==> src/rtl/pfd_pkg.sv <==
package pfd_pkg;
  typedef struct packed {
    logic pol_pos;
    logic tri_st;
    logic cur_hi;
    logic fl_mode;
    logic pd_req;
  } pfd_mode_t;
endpackage

==> src/rtl/pfd_core.sv <==
module pfd_core #(
  parameter int RST_DLY = 2
) (
  input  logic clk,
  input  logic rst_n,
  input  logic ref_edge,
  input  logic fb_edge,
  input  logic hold,
  output logic ref_q,
  output logic fb_q
);
  localparam int CW = $clog2(RST_DLY + 1);
  localparam logic [CW-1:0] LAST = CW'(RST_DLY - 1);

  logic [CW-1:0] dly_cnt;
  logic both, clr;

  assign both = ref_q & fb_q;
  assign clr  = both & (dly_cnt == LAST);

  // Each flag is set by its own edge; both clear together after the overlap delay.
  always_ff @(posedge clk or negedge rst_n) begin
    if (!rst_n) begin
      ref_q   <= 1'b0;
      fb_q    <= 1'b0;
      dly_cnt <= '0;
    end else if (hold) begin
      ref_q   <= 1'b0;
      fb_q    <= 1'b0;
      dly_cnt <= '0;
    end else begin
      ref_q   <= ref_edge | (ref_q & ~clr);
      fb_q    <= fb_edge | (fb_q & ~clr);
      dly_cnt <= (clr || !both) ? '0 : dly_cnt + 1'b1;
    end
  end
endmodule

==> src/rtl/pump_gate.sv <==
module pump_gate
  import pfd_pkg::*;
(
  input  logic      clk,
  input  logic      rst_n,
  input  pfd_mode_t mode,
  input  logic      ref_q,
  input  logic      fb_q,
  output logic      up,
  output logic      dn,
  output logic      oe,
  output logic      cur_hi,
  output logic      fl_sw_n,
  output logic      pd_act
);
  logic busy, drive, fl_q, cur_q;

  assign busy = ref_q | fb_q;

  // Powerdown only latches in while idle; it releases as soon as the request drops.
  always_ff @(posedge clk or negedge rst_n) begin
    if (!rst_n) pd_act <= 1'b0;
    else        pd_act <= mode.pd_req & (pd_act | ~busy);
  end

  // Current level and resistor switch move only between pulses.
  always_ff @(posedge clk or negedge rst_n) begin
    if (!rst_n) begin
      fl_q  <= 1'b0;
      cur_q <= 1'b0;
    end else if (!busy) begin
      fl_q  <= mode.fl_mode & mode.cur_hi;
      cur_q <= mode.cur_hi;
    end
  end

  assign drive   = ~mode.tri_st & ~pd_act;
  assign up      = drive & (mode.pol_pos ? ref_q : fb_q);
  assign dn      = drive & (mode.pol_pos ? fb_q : ref_q);
  assign oe      = drive;
  assign cur_hi  = cur_q;
  assign fl_sw_n = ~fl_q;
endmodule

==> src/rtl/lock_mon.sv <==
module lock_mon #(
  parameter int LOCK_WIN = 3,
  parameter int LCW      = 4
) (
  input  logic           clk,
  input  logic           rst_n,
  input  logic           busy,
  input  logic           hold,
  input  logic           enable,
  input  logic [LCW-1:0] need,
  output logic           lock
);
  localparam int WW = $clog2(LOCK_WIN + 2);
  localparam logic [WW-1:0] WMAX = '1;
  localparam logic [LCW-1:0] GMAX = '1;

  logic [WW-1:0]  wcnt;
  logic [LCW-1:0] good;
  logic           done, fits, locked;

  assign done = ~busy & (wcnt != '0);
  assign fits = (wcnt <= WW'(LOCK_WIN));

  always_ff @(posedge clk or negedge rst_n) begin
    if (!rst_n) begin
      wcnt <= '0;
      good <= '0;
    end else if (hold) begin
      wcnt <= '0;
      good <= '0;
    end else begin
      if (busy) wcnt <= (wcnt == WMAX) ? wcnt : wcnt + 1'b1;
      else      wcnt <= '0;
      if (done) begin
        if (!fits)            good <= '0;
        else if (good != GMAX) good <= good + 1'b1;
      end
    end
  end

  assign locked = (good != '0) && (good >= need);
  assign lock   = enable & locked & ~busy;
endmodule

==> src/rtl/pfd_cp_ctrl.sv <==
module pfd_cp_ctrl
  import pfd_pkg::*;
#(
  parameter int RST_DLY  = 2,
  parameter int LOCK_WIN = 3,
  parameter int LCW      = 4
) (
  input  logic           clk,
  input  logic           rst_n,
  input  logic           ref_edge_i,
  input  logic           fb_edge_i,
  input  logic           pol_pos_i,
  input  logic           tri_i,
  input  logic           cur_hi_i,
  input  logic           fl_mode_i,
  input  logic           pd_req_i,
  input  logic           lock_en_i,
  input  logic [LCW-1:0] lock_cycles_i,
  output logic           pump_up_o,
  output logic           pump_dn_o,
  output logic           pump_oe_o,
  output logic           cur_hi_o,
  output logic           fl_sw_n_o,
  output logic           lock_o
);
  pfd_mode_t mode;
  logic core_ref_q, core_fb_q, core_busy, pd_act;

  assign mode = '{pol_pos: pol_pos_i, tri_st: tri_i, cur_hi: cur_hi_i,
                  fl_mode: fl_mode_i, pd_req: pd_req_i};
  assign core_busy = core_ref_q | core_fb_q;

  pfd_core #(.RST_DLY(RST_DLY)) u_core (
    .clk(clk), .rst_n(rst_n),
    .ref_edge(ref_edge_i), .fb_edge(fb_edge_i), .hold(pd_act),
    .ref_q(core_ref_q), .fb_q(core_fb_q)
  );

  pump_gate u_gate (
    .clk(clk), .rst_n(rst_n), .mode(mode),
    .ref_q(core_ref_q), .fb_q(core_fb_q),
    .up(pump_up_o), .dn(pump_dn_o), .oe(pump_oe_o),
    .cur_hi(cur_hi_o), .fl_sw_n(fl_sw_n_o), .pd_act(pd_act)
  );

  lock_mon #(.LOCK_WIN(LOCK_WIN), .LCW(LCW)) u_lock (
    .clk(clk), .rst_n(rst_n), .busy(core_busy), .hold(pd_act),
    .enable(lock_en_i), .need(lock_cycles_i), .lock(lock_o)
  );
endmodule

==> config.mk <==
export PLATFORM = sky130hd
export DESIGN_NAME = pfd_cp_ctrl
export DESIGN_NICKNAME = d
export VERILOG_FILES = /design/src/rtl/pfd_pkg.sv /design/src/rtl/pfd_core.sv /design/src/rtl/pump_gate.sv /design/src/rtl/lock_mon.sv /design/src/rtl/pfd_cp_ctrl.sv
export SDC_FILE = /design/constraint.sdc
export NUM_CORES = 1
export LEC_CHECK = 0
export ABC_AREA = 1
export BUFFER_PORTS_ARGS = -buffer_cell sky130_fd_sc_hd__buf_4
export CORE_MARGIN = 3
export CORE_UTILIZATION = 35
export DETAILED_ROUTE_END_ITERATION = 8
export SLEW_MARGIN = 20
export SYNTH_ARGS = -nofsm -noshare
export SYNTH_HDL_FRONTEND = slang
export SYNTH_SLANG_ARGS = --single-unit
==> constraint.sdc <==
create_clock -name clk -period 1.31 [get_ports clk]
set_input_delay 0.0655 -clock clk [delete_from_list [all_inputs] [get_ports clk]]
set_output_delay 0.0655 -clock clk [all_outputs]
set_load 0.02 [all_outputs]
==> impl_metrics.env, run 1 <==
export IMPL_grt_total_usage_pct=13.2
export IMPL_pwr_share_seq_pct=29.4
export IMPL_synth_area_um2=887
export IMPL_place_ws_ps=-12.6
export IMPL_violations="negative setup slack"
export IMPL_required_ps=1240
export IMPL_antenna_cells=0
export IMPL_wire_per_inst_um=11.7
export IMPL_fin_worst_skew_ps=3.02
export IMPL_cts_buffers=3
export IMPL_die_y_um=56.3
export IMPL_fin_crit_ps=1570
export IMPL_vias=835
export IMPL_synth_commonest_cells="inv_1 (20), nor2_1 (15), dfrtp_1 (14), nand2_1 (14), ha_1 (11)"
export IMPL_ys_types=16
export IMPL_yosys_area_top_type="dfrtp_1"
export IMPL_worstReg2RegStart="u_lock.good[1]$_DFFE_PN0P_"
export IMPL_power_density_nw_per_um2=2000
export IMPL_cp_max_fo=2
export IMPL_final_max_slew_viol_count=0
export IMPL_p_int_w=0.00155
export IMPL_fmax_ghz=0.636
export IMPL_core_area_um2=2300
export IMPL_ff_latch_area_um2=352
export IMPL_fin_cells=176
export IMPL_clkTransAtPathRegs_ps=80
export IMPL_multiInputGateArea_um2=553
export IMPL_fp_dieArea_um2=3170
export IMPL_tightest_slew_ps=298
export IMPL_async_flop_share_pct=100
export IMPL_hold_viol_final=0
export IMPL_synth_edf_count=0
export IMPL_grt_max_degree=15
export IMPL_cts_tree="built"
export IMPL_gp_congestion=0.820
export IMPL_drc=0
export IMPL_ioPinCount=20
export IMPL_core_rowCount=17
export IMPL_synth_cells=109
export IMPL_grt_pass1_vias=856
export IMPL_nets=174
export IMPL_drtIter0Drc=38
export IMPL_dpl_hpwl_um=1380
export IMPL_port_buffers=19
export IMPL_synth_main_ff_cell="dfrtp_1"
export IMPL_cts_sinks=14
export IMPL_ir_drop_mv=1.34
export IMPL_status="complete, but fails checks"
export IMPL_fin_total_pwr_w=0.00267
export IMPL_place_area_um2=1120
export IMPL_synth_nets=134
export IMPL_use_met1_pct=15.2
export IMPL_worstSkewPairLatency_ps=280
export IMPL_grt_use_met2_pct=23.4
export IMPL_period_share_pct=120
export IMPL_cts_htree_levels=1
export IMPL_maxSlewHeadroom_pct=80.1
export IMPL_antenna_left=0
export IMPL_p_leak_nw=0.681
export IMPL_gr_usage_met3_pct=4.83
export IMPL_start_util_pct=38.6
export IMPL_synthTopCellsByArea="dfrtp_1 (39%), ha_1 (16%), inv_1 (8.5%), nor2_1 (6.3%), nand2_1 (5.9%)"
export IMPL_start_kind="register"
export IMPL_utilization_pct=58.0
export IMPL_cts_buffer_depth=2
export IMPL_top_usage_layer="met2"
export IMPL_cap_viol_max_count=0
export IMPL_avgViaCountPerCell=4.74
export IMPL_synth_top_area_share_pct=39.5
export IMPL_drive_gt1_share_pct=39.9
export IMPL_hp_class="in -> reg"
export IMPL_rsz0062_at_grt="true"
export IMPL_setup_viol=5
export IMPL_fillers=210
export IMPL_hp_start="fb_edge_i"
export IMPL_power_switching_w=0.00112
export IMPL_firstDrtPassIters=4
export IMPL_crit_start="u_lock.good[1]$_DFFE_PN0P_"
export IMPL_power_frac_clock_pct=11.4
export IMPL_cp_arrival_ps=1510
export IMPL_cts_root_buf="clkbuf_4"
export IMPL_syn_area_per_cell_um2=8.14
export IMPL_die_x_um=56.3
export IMPL_ys_ff_latch=14
export IMPL_grt_pass1_wl_um=3340
export IMPL_setup_ws_ps=-261
export IMPL_power_share_switching_pct=41.8
export IMPL_dp_cells=163
export IMPL_synth_seq_area_share_pct=39.5
export IMPL_antenna_found_initial=0
export IMPL_final_area_um2=1330
export IMPL_wl_um=2060
export IMPL_area_growth_pct=50.2
export IMPL_synth_most_common_cell="inv_1"
export IMPL_crit_type="reg -> out"
export IMPL_gr_total_overflow=0
export IMPL_comb_power_share_pct=59.2
export IMPL_cp_end_kind="output pin"
export IMPL_synth_warnings=0
-- critical path, stage by stage (launching register included) --
cell      delay [ps]
dfrtp_1          420
ha_4             280
inv_2             30
o21bai_1         110
nand3_1           90
nand3_1           80
nand2_1           50
inv_1             60
buf_6            110
-- layer usage --
layer | part of all wire [%] | vias up | wire length (um)
li1 | - | 424 | -
met1 | 43 | 389 | 879
met2 | 53 | 20 | 1090
met3 | 3.9 | 2 | 80
met4 | 0.68 | 0 | 14
met5 | 0 | - | 0
-- cell type report --
cell class / count / share of cell area [%]
well taps: 28 / 2.63
multi-input cells: 75 / 41.5
repair buffers: 35 / 20.9
clock buffers: 4 / 2.72
inverters: 20 / 5.82
flip-flops and latches: 14 / 26.4
-- worst paths after layout --
kind                                               endpoint  slack, ps  cells after the start
worst max-delay path                                 lock_o       -260                      8
worst min-delay path                  u_core.fb_q$_DFF_PN0_          8                      3
worst max register to register   u_lock.good[2]$_DFFE_PN0P_       -130                      9
worst min register to register  u_core.dly_cnt[0]$_DFF_PN0_        430                      1
max in group asynchronous           u_gate.pd_act$_DFF_PN0_        970                      2
min in group asynchronous            u_core.ref_q$_DFF_PN0_        170                      2
-- sequential cells by signal (all words and copies together) (netlist names) --
name            count
u_core.fb_q         1
u_lock.good         4
u_core.ref_q        1
u_core.dly_cnt      2
u_lock.wcnt         3
u_gate.cur_hi       1
u_gate.fl_q         1
u_gate.pd_act       1
-- cell families (layout without fill, tap and decap cells) --
family,Yosys count,count (layout),share of synthesized area [%]
buffers and inverters,20,59,8.46
flip-flops,14,14,39.5
multiplexers,2,2,2.54
AND/OR/NAND/NOR,45,45,23.3
AO/OA/AOI/OAI,15,15,8.74
XOR/XNOR,2,2,1.97
adder cells (fa/ha/maj),11,11,15.5
-- repair_timing --
action,CTS,global route
setup endpoints to repair,7,9
cloned,0,0
pin swaps,0,5
resized for setup,3,24
buffers inserted,2,5
endpoints found under the hold margin,15,0
hold buffers,2,0
-- power groups by stage --
stage                     registers [W]  logic, W  clock network [W]
after floorplan                0.000782  0.000745                  0
after global routing           0.000809   0.00180           0.000340
after global placement         0.000769   0.00114                  0
after CTS                      0.000754   0.00124           0.000315
final                          0.000785   0.00158           0.000304
after detailed placement       0.000776   0.00118                  0
-- per-stage QoR --
| step | hold WS [ps] | setup TNS (ps) |
|---|---|---|
| floorplan | -230 | 0 |
| global placement | -78.7 | 0 |
| detailed placement | -74.8 | -20.1 |
| CTS | 2.53 | -278 |
| global route | 13.9 | -1180 |
| finish | 7.58 | -690 |
-- placed cells by master, fill, tap and decap left out, drive strengths merged, types with 2 or more instances in the layout --
master	Yosys	final
a21oi	7	7
buf	0	33
clkbuf	0	4
dfrtp	14	14
dlygate4sd3	0	2
ha	11	11
inv	20	20
mux2	2	2
nand2	17	17
nand3	10	10
nand4	2	2
nor2	16	16
o21ai	7	7
xor2	2	2
Power figures use the tool's default switching activity.
==> run 2: changes to the inputs <==
--- a/config.mk
+++ b/config.mk
@@ -10,6 +10,7 @@
 export CORE_MARGIN = 3
 export CORE_UTILIZATION = 35
 export DETAILED_ROUTE_END_ITERATION = 8
+export PLACE_DENSITY = 0.67
 export SLEW_MARGIN = 20
 export SYNTH_ARGS = -nofsm -noshare
 export SYNTH_HDL_FRONTEND = slang
==> impl_metrics.env, run 2 (synthesized netlist as in run 1, its figures left out) <==
export IMPL_layout_commonest_cell="buf_4"
export IMPL_use_met1_pct=14.5
export IMPL_violations="negative setup slack"
export IMPL_rsz0062_at_grt="true"
export IMPL_period_share_pct=121
export IMPL_gr_total_overflow=0
export IMPL_cp_end_kind="output pin"
export IMPL_gp_congestion=0.851
export IMPL_whs_endpoint="u_core.fb_q$_DFF_PN0_"
export IMPL_fin_total_pwr_w=0.00258
export IMPL_drc=0
export IMPL_largest_reg_flops=4
export IMPL_fin_worst_skew_ps=4.60
export IMPL_antenna_found_initial=0
export IMPL_hold_ws_ps=7.11
export IMPL_fin_cells=175
export IMPL_hp_class="in -> reg"
export IMPL_cap_viol_max_count=0
export IMPL_die_x_um=56.3
export IMPL_fp_dieArea_um2=3170
export IMPL_vias=835
export IMPL_p_leak_nw=0.672
export IMPL_cts_root_buf="clkbuf_4"
export IMPL_cts_tree="built"
export IMPL_tightest_slew_ps=217
export IMPL_ir_drop_mv=1.20
export IMPL_status="complete, but fails checks"
export IMPL_fin_crit_ps=1590
export IMPL_start_kind="register"
export IMPL_cp_max_fo=2
export IMPL_maxSlewHeadroom_pct=85.6
export IMPL_fillers=200
export IMPL_start_util_pct=38.6
export IMPL_nets=174
export IMPL_clkTransAtPathRegs_ps=80
export IMPL_regMostFlops="u_lock.good"
export IMPL_drtIter0Drc=18
export IMPL_antenna_left=0
export IMPL_path_cells="ha_1, inv_1, o21bai_1, nand3_1, nand3_1, nand2_1, inv_1, buf_6"
export IMPL_power_density_nw_per_um2=1960
export IMPL_final_max_slew_viol_count=0
export IMPL_fmax_ghz=0.630
export IMPL_crit_type="reg -> out"
export IMPL_dpl_hpwl_um=1430
export IMPL_wire_per_inst_um=11.7
export IMPL_cp_buffers_inverters=3
export IMPL_antenna_cells=0
export IMPL_reg_top3="u_lock.good: 4 flops, u_lock.wcnt: 3 flops, u_core.dly_cnt: 2 flops"
export IMPL_critPathTopFamily="flip-flops"
export IMPL_top_usage_layer="met2"
export IMPL_drive_gt1_share_pct=38.1
export IMPL_cts_buffers=3
export IMPL_die_y_um=56.3
export IMPL_mostFrequentLayoutCells="buf_4 (28), inv_1 (17), nor2_1 (13)"
export IMPL_path_depth=8
export IMPL_avgViaCountPerCell=4.77
export IMPL_setup_viol=1
export IMPL_port_buffers=19
export IMPL_hold_path_depth=3
export IMPL_firstDrtPassIters=4
export IMPL_cts_buffer_depth=2
export IMPL_critPathMaxStageDelay_ps=390
export IMPL_cts_htree_levels=1
export IMPL_grt_pass1_wl_um=3060
export IMPL_worstSkewPairLatency_ps=280
export IMPL_wl_um=2060
export IMPL_cts_sinks=14
export IMPL_rrSetupSlack_ps=40
export IMPL_slowest_stage="dfrtp_1"
export IMPL_r2r_end="u_lock.wcnt[1]$_DFFE_PN0P_"
export IMPL_hold_viol_final=0
export IMPL_gr_usage_met3_pct=3.45
export IMPL_grt_pass1_vias=759
export IMPL_core_rowCount=17
export IMPL_cp_arrival_ps=1520
export IMPL_worstReg2RegStart="u_lock.wcnt[1]$_DFFE_PN0P_"
export IMPL_required_ps=1240
export IMPL_grt_max_degree=15
export IMPL_hp_start="fb_edge_i"
export IMPL_area_growth_pct=48.7
export IMPL_grt_use_met2_pct=20.4
export IMPL_grt_total_usage_pct=12.4
export IMPL_ioPinCount=20
export IMPL_dp_cells=162
export IMPL_setup_ws_ps=-276
export IMPL_core_area_um2=2300
export IMPL_r2r_cells=5
## run 2: how the worst max path moves through the flow
stage	slack (ps)	from	end
2_1_floorplan	7	u_lock.wcnt[0]$_DFFE_PN0P_	u_lock.good[2]$_DFFE_PN0P_
3_3_place_gp	30	u_lock.good[0]$_DFFE_PN0P_	lock_o
3_5_place_dp	-20	u_lock.wcnt[1]$_DFFE_PN0P_	u_lock.good[0]$_DFFE_PN0P_
4_1_cts	-280	u_lock.good[1]$_DFFE_PN0P_	lock_o
5_1_grt	-360	u_lock.good[1]$_DFFE_PN0P_	lock_o
6_report	-280	u_lock.good[1]$_DFFE_PN0P_	lock_o
## run 2: stage by stage
stage               worst slack [ps]  area [um2]  util [%]  setup TNS (ps)
finish                          -276        1320      57.4            -276
floorplan                       7.36         890         -               0
CTS                             -282        1200      52.3            -282
global route                    -356        1320      57.4            -439
detailed placement             -16.7        1110      48.4           -44.5
global placement                29.5        1110      48.4               0
## run 2: what timing repair did
item,in CTS,in global routing
hold buffers,3,0
setup endpoints to repair,7,10
pin swaps,0,8
setup buffers,4,3
hold endpoints to repair,16,0
gates resized for setup,3,24
## run 2: power by group
part	internal, W	switching [W]	total (W)
clock network	0.000107	0.000139	0.000246
registers	0.000611	0.000167	0.000778
logic	0.000767	0.000789	0.00156
total	0.00148	0.00110	0.00258
## run 2: cell type report
class | count | area, um2 | area share [%]
multi-input combinational | 75 | 546 | 41.4
sequential | 14 | 353 | 26.8
clock buffer | 3 | 22.5 | 1.71
timing repair buffer | 35 | 285 | 21.6
tap | 28 | 35.0 | 2.66
inverter | 20 | 77.6 | 5.88
## run 2: per-layer routing
| metal | vias to the layer above | routed length (um) |
|---|---|---|
| li1 | 428 | - |
| met1 | 378 | 859 |
| met2 | 23 | 1040 |
| met3 | 6 | 106 |
| met4 | 0 | 48 |
| met5 | - | 0 |
## run 2: tightest hold or removal path, cell delays in order
cell and delay (ps):
buf_4 80, nor2_1 30, nor2_1 70
